`config.mk`:
```
export PLATFORM = sky130hd
export DESIGN_NAME = page_write_seq
export DESIGN_NICKNAME = d
export VERILOG_FILES = /design/src/rtl/pgw_pkg.sv /design/src/rtl/pgw_ctrl.sv /design/src/rtl/pgw_datapath.sv /design/src/rtl/page_write_seq.sv
export SDC_FILE = /design/constraint.sdc
export NUM_CORES = 1
export LEC_CHECK = 0
export ABC_AREA = 1
export BUFFER_PORTS_ARGS = -buffer_cell sky130_fd_sc_hd__buf_2
export CAP_MARGIN = 25
export CORE_MARGIN = 5
export CORE_UTILIZATION = 43
export DETAILED_ROUTE_END_ITERATION = 8
export PLACE_DENSITY = 0.67
export SYNTH_ARGS = -nofsm -noshare
export SYNTH_HDL_FRONTEND = slang
export SYNTH_SLANG_ARGS = --single-unit
```
`constraint.sdc`:
```
create_clock -name clk -period 2.3 [get_ports clk]
set_input_delay 0.46 -clock clk [delete_from_list [all_inputs] [get_ports clk]]
set_output_delay 0.46 -clock clk [all_outputs]
set_load 0.05 [all_outputs]
```
`src/rtl/pgw_pkg.sv`:
```
package pgw_pkg;

  // Sequencer states: waiting, gathering bytes of a command, timed commit.
  typedef enum logic [1:0] {
    ST_IDLE    = 2'd0,
    ST_COLLECT = 2'd1,
    ST_WRITE   = 2'd2
  } seqState_t;

  // Strobes from control to datapath.
  typedef struct packed {
    logic loadAddr;   // capture address, clear slot mask
    logic storeByte;  // write byteIn into pointed slot
    logic scanOn;     // current scan slot may reach the array
  } dpCmd_t;

endpackage

```
`src/rtl/pgw_ctrl.sv`:
```
module pgw_ctrl
  import pgw_pkg::*;
#(
  parameter int PAGE_W = 4,
  parameter int CYC    = 500000
) (
  input  logic              clk,
  input  logic              rstN,
  input  logic              addrLoad,
  input  logic              byteStb,
  input  logic              d0Stb,
  input  logic              startStb,
  input  logic              stopStb,
  input  logic              wpPin,
  input  logic              supplyLow,
  input  logic              anyValid,
  output dpCmd_t            cmd,
  output logic [PAGE_W-1:0] scanIdx,
  output logic              busy
);

  localparam int PAGE_BYTES = 1 << PAGE_W;
  localparam int TW         = $clog2(CYC + 1);

  seqState_t     state, stateNext;
  logic          firstSeen;
  logic [TW-1:0] timer;

  logic inWindow, wpCancel, commitOk, loadNow, lastTick, inScan;

  // Protect window opens at the first last-bit strobe and stays open.
  assign inWindow = firstSeen | d0Stb;
  assign wpCancel = (state == ST_COLLECT) && inWindow && wpPin;
  assign commitOk = (anyValid || byteStb) && !supplyLow;
  assign loadNow  = (state != ST_WRITE) && addrLoad && !wpCancel;
  assign lastTick = (timer == TW'(CYC - 1));
  assign inScan   = (timer < TW'(PAGE_BYTES));

  always_comb begin
    stateNext = state;
    unique case (state)
      ST_IDLE: begin
        if (addrLoad) stateNext = ST_COLLECT;
      end
      ST_COLLECT: begin
        if (wpCancel)      stateNext = ST_IDLE;
        else if (addrLoad) stateNext = ST_COLLECT;
        else if (stopStb)  stateNext = commitOk ? ST_WRITE : ST_IDLE;
        else if (startStb) stateNext = ST_IDLE;
      end
      ST_WRITE: begin
        if (wpPin || supplyLow) stateNext = ST_IDLE;
        else if (lastTick)      stateNext = ST_IDLE;
      end
      default: stateNext = ST_IDLE;
    endcase
  end

  always_comb begin
    cmd.loadAddr  = loadNow;
    cmd.storeByte = (state == ST_COLLECT) && byteStb && !wpCancel && !addrLoad;
    cmd.scanOn    = (state == ST_WRITE) && inScan && !wpPin && !supplyLow;
  end

  always_ff @(posedge clk or negedge rstN) begin
    if (!rstN) begin
      state     <= ST_IDLE;
      firstSeen <= 1'b0;
      timer     <= '0;
    end else begin
      state     <= stateNext;
      firstSeen <= (stateNext == ST_COLLECT) && !loadNow &&
                   (firstSeen || ((state == ST_COLLECT) && d0Stb));
      if (state == ST_WRITE) timer <= timer + 1'b1;
      else                   timer <= '0;
    end
  end

  assign scanIdx = timer[PAGE_W-1:0];
  assign busy    = (state == ST_WRITE);

endmodule

```
`src/rtl/pgw_datapath.sv`:
```
module pgw_datapath
  import pgw_pkg::*;
#(
  parameter int ADDR_W = 10,
  parameter int PAGE_W = 4,
  parameter int DATA_W = 8
) (
  input  logic              clk,
  input  logic              rstN,
  input  dpCmd_t            cmd,
  input  logic [ADDR_W-1:0] addrIn,
  input  logic [DATA_W-1:0] byteIn,
  input  logic [PAGE_W-1:0] scanIdx,
  output logic              anyValid,
  output logic              memWe,
  output logic [ADDR_W-1:0] memAddr,
  output logic [DATA_W-1:0] memData
);

  localparam int PAGE_BYTES = 1 << PAGE_W;
  localparam int HI_W       = ADDR_W - PAGE_W;

  logic [HI_W-1:0]       hiAddr;
  logic [PAGE_W-1:0]     ptr;
  logic [DATA_W-1:0]     slotData [PAGE_BYTES];
  logic [PAGE_BYTES-1:0] slotValid;

  always_ff @(posedge clk or negedge rstN) begin
    if (!rstN) begin
      hiAddr <= '0;
      ptr    <= '0;
    end else if (cmd.loadAddr) begin
      hiAddr <= addrIn[ADDR_W-1:PAGE_W];
      ptr    <= addrIn[PAGE_W-1:0];
    end else if (cmd.storeByte) begin
      ptr    <= ptr + 1'b1;  // wraps inside the page
    end
  end

  for (genvar i = 0; i < PAGE_BYTES; i++) begin : gSlot
    logic [DATA_W-1:0] q;
    logic              v;
    always_ff @(posedge clk or negedge rstN) begin
      if (!rstN) begin
        q <= '1;
        v <= 1'b0;
      end else if (cmd.loadAddr) begin
        v <= 1'b0;
      end else if (cmd.storeByte && (ptr == PAGE_W'(i))) begin
        q <= byteIn;
        v <= 1'b1;
      end
    end
    assign slotData[i]  = q;
    assign slotValid[i] = v;
  end

  assign anyValid = |slotValid;
  assign memWe    = cmd.scanOn && slotValid[scanIdx];
  assign memAddr  = {hiAddr, scanIdx};
  assign memData  = slotData[scanIdx];

endmodule

```
`src/rtl/page_write_seq.sv`:
```
module page_write_seq
  import pgw_pkg::*;
#(
  parameter int ADDR_W    = 10,
  parameter int PAGE_W    = 4,
  parameter int DATA_W    = 8,
  parameter int WR_CYCLES = 500000
) (
  input  logic              clk,
  input  logic              rstN,
  input  logic [ADDR_W-1:0] addrIn,
  input  logic              addrLoad,
  input  logic [DATA_W-1:0] byteIn,
  input  logic              byteStb,
  input  logic              d0Stb,
  input  logic              startStb,
  input  logic              stopStb,
  input  logic              wpPin,
  input  logic              supplyLow,
  output logic              memWe,
  output logic [ADDR_W-1:0] memAddr,
  output logic [DATA_W-1:0] memData,
  output logic              busy
);

  localparam int PAGE_BYTES = 1 << PAGE_W;
  localparam int CYC = (WR_CYCLES > PAGE_BYTES) ? WR_CYCLES : PAGE_BYTES;

  dpCmd_t            cmd;
  logic [PAGE_W-1:0] scanIdx;
  logic              anyValid;

  pgw_ctrl #(.PAGE_W(PAGE_W), .CYC(CYC)) uCtrl (
    .clk(clk), .rstN(rstN), .addrLoad(addrLoad), .byteStb(byteStb),
    .d0Stb(d0Stb), .startStb(startStb), .stopStb(stopStb),
    .wpPin(wpPin), .supplyLow(supplyLow), .anyValid(anyValid),
    .cmd(cmd), .scanIdx(scanIdx), .busy(busy)
  );

  pgw_datapath #(.ADDR_W(ADDR_W), .PAGE_W(PAGE_W), .DATA_W(DATA_W)) uDp (
    .clk(clk), .rstN(rstN), .cmd(cmd), .addrIn(addrIn), .byteIn(byteIn),
    .scanIdx(scanIdx), .anyValid(anyValid), .memWe(memWe),
    .memAddr(memAddr), .memData(memData)
  );

endmodule

```
==> metrics <==
outcome=finished with violations; failing checks=setup timing; layout cells sized above 1=27.8%; Pwr Density=835 mW/mm²; Synth area leader=dfstp_2; largest family of logic cells by synthesized area=simple AND/OR/NAND/NOR gates; CP max FO=7; Tot GR Track Use=21.2%; TritonCTS Buffers=17; mux cell area share after synthesis=0%; Setup crit end kind=output port; cell area after layout=0.0110 mm²; Synth Warn #=0; Netlist cell types=35; number of I/O port buffers=46; vias in the first global route=7895; I/O pin count=47; Core Rows=53; Tcrit/Tclk final=108%; Yosys top cell area share=37.1%; Synth async-reset ratio=100%; root buffer cell=clkbuf_16; Slew @ Worst Pin=0.518 ns; P_leak=5.07 nW; fin. max-slew vios=0; setup TNS=-1.02 ns; sequential-to-total area share from yosys stat=50.3%; DRC viols=0; non-filler cells, final=1515; Clock Pin Slew Worst Setup and Hold Paths=0.08 ns; Mean Syn Cell Area=7.72 µm²; 1st-iter DRT viols=631; DPL Wire Length=16.5 mm; effective utilization at floorplan=43.4%; global-route wire length before repair=40.9 mm; gpl congestion=0.846; placed cells=1461; Synth Area in Simple Gates=32.0%; # fillers=1956; Cell Area, Synth=0.00907 mm²; post-layout util=52.4%; die area=0.0241 mm²; area grow syn2layout=20.8%; fin crit period=2.48 ns; vias per std cell=5.35; Post-DRT Antenna Nets=0; count leader, synth=nand2_1; setup slack after placement=0.178 ns; die width=155 µm; worst min-delay path class=input pin to flip-flop; Slew HR=65.4%; Worst Skew=0.0127 ns; Die Span Y=155 µm; Startpoint Class=flip-flop; Area after DPL=0.00963 mm²; worst hold slack=0.209 ns; worst path required time=1.84 ns; syn nets=1207; WP data arrival=2.02 ns; top_reg_cell synth=dfstp_2; #FFs+latches synth=176; Synth area leaders=dfstp_2, nand2_1, dfrtp_1; Max Cap Viol=0; n_diodes=0; worst setup margin=-0.182 ns; clock latency on the worst-skew pair=0.45 ns; final setup vio count=9; final hold violation count=0; initial antenna violation count=0; WS Path Type=flip-flop to output port; 1st-pass router iterations=5; Max VDD drop=0.675 mV; total power=9.15 mW; RSZ-0062 raised after global routing=yes; Max clock buf depth=2; EDFF count, synth=0; WL/cell=17.3 µm; compound-gate portion of the synthesized area=9.96%; GRT overflow=0; Post-Synthesis Cells=1175; Nets=1259; DRT Wirelength=26.2 mm; clk sinks=176; Via Count=8102; CTS H-tree lvls=4; XOR/XNOR share of the synthesized area=0.579%; CTS tree=built; core area=0.0209 mm²; top cells by count, synth=nand2_1, nor2_1, o21ai_0; largest net degree at the start of global routing=64; Max Clk Rate=403 MHz; Post-Synth Adder-Cell Area=0.690%
==> path summary, 6_finish.rpt <==
| kind | slack (ns) | startpoint | end | cells past startpoint |
|---|---|---|---|---|
| worst min register to register | 0.46 | uDp.gSlot[15].q[6] | uDp.gSlot[15].q[6] | 2 |
| worst max register to register | 0.36 | uCtrl.timer[0] | uCtrl.timer[12] | 11 |
| worst min-delay path | 0.21 | addrIn[9] | uDp.hiAddr[5] | 3 |
| worst max-delay path | -0.18 | uCtrl.timer[0] | memData[0] | 11 |
| min in group asynchronous | 0.51 | rstN | uDp.ptr[3] | 2 |
| max in group asynchronous | 1.08 | rstN | uDp.gSlot[13].q[3] | 3 |
==> worst max-delay path, stage by stage (launching register included) <==
cell     delay [ns]
dfrtp_2        0.45
buf_6          0.16
buf_12         0.15
nor2_4         0.10
nor2_1         0.05
o21ai_1        0.09
o21ai_1        0.14
nand2_1        0.09
nand2_1        0.05
inv_1          0.06
nand2_2        0.08
buf_8          0.16
==> placed cells by master, fill, tap and decap left out, types with 4 or more instances in the layout <==
cell type	count
nand2_1	354
nor2_1	136
dfstp_2	128
nand3_1	117
o21ai_0	90
inv_1	58
dfrtp_1	46
o21ai_1	42
buf_2	36
clkbuf_16	24
nor2_2	23
buf_4	23
nand2_2	19
o211ai_1	14
a21oi_1	12
nor2_4	10
nor3_1	9
buf_6	9
buf_8	9
buf_12	8
o21ai_2	6
nand2_4	6
inv_2	5
clkinv_8	5
xor2_1	5
ha_1	5
inv_8	5
nor2_8	4
==> power breakdown <==
group,internal [mW],switching [mW]
Sequential,3.97,0.340
Clock,1.60,1.48
Combinational,0.630,1.14
==> registers in the layout, indices dropped and copies added, names as in the netlist <==
signal	flops
uCtrl.state	2
uDp.gSlot.q	128
uDp.gSlot.v	16
uCtrl.timer	19
uDp.ptr	4
uCtrl.firstSeen	1
uDp.hiAddr	6
==> per-layer routing <==
layer	track usage [%]	part of all wire, %	wire (µm)	vias to the layer above
met4	6.13	1.8	484	0
met2	35.6	48	12700	266
li1	-	-	-	3884
met3	3.45	6.3	1650	36
met5	0	0	0	-
met1	28.4	44	11400	3916
==> what timing repair did <==
action	4_1_cts	5_1_grt
setup endpoints to repair	9	9
endpoints found under the hold margin	38	0
gates resized for setup	76	75
hold buffers	1	0
cloned	2	10
buffers inserted	9	0
pin swaps	15	22
==> cells by family after synthesis <==
logic type               count (synthesis)
AO/OA/AOI/OAI                          171
XOR/XNOR                                 6
adder cells (fa/ha/maj)                  5
buffers and inverters                  131
flip-flops                             176
AND/OR/NAND/NOR                        686
==> area by class of cell <==
cell class	count	area (µm²)	share of cell area, %
flip-flops and latches	176	4570	41.7
multi-input cells	868	4130	37.7
repair buffers	95	990	9.03
clock buffers	17	425	3.88
well taps	275	344	3.14
inverters	68	277	2.52
clock inverters	15	210	1.92
repair inverters	1	8.76	0.0799
No activity file was read; power rests on OpenSTA's default activity.
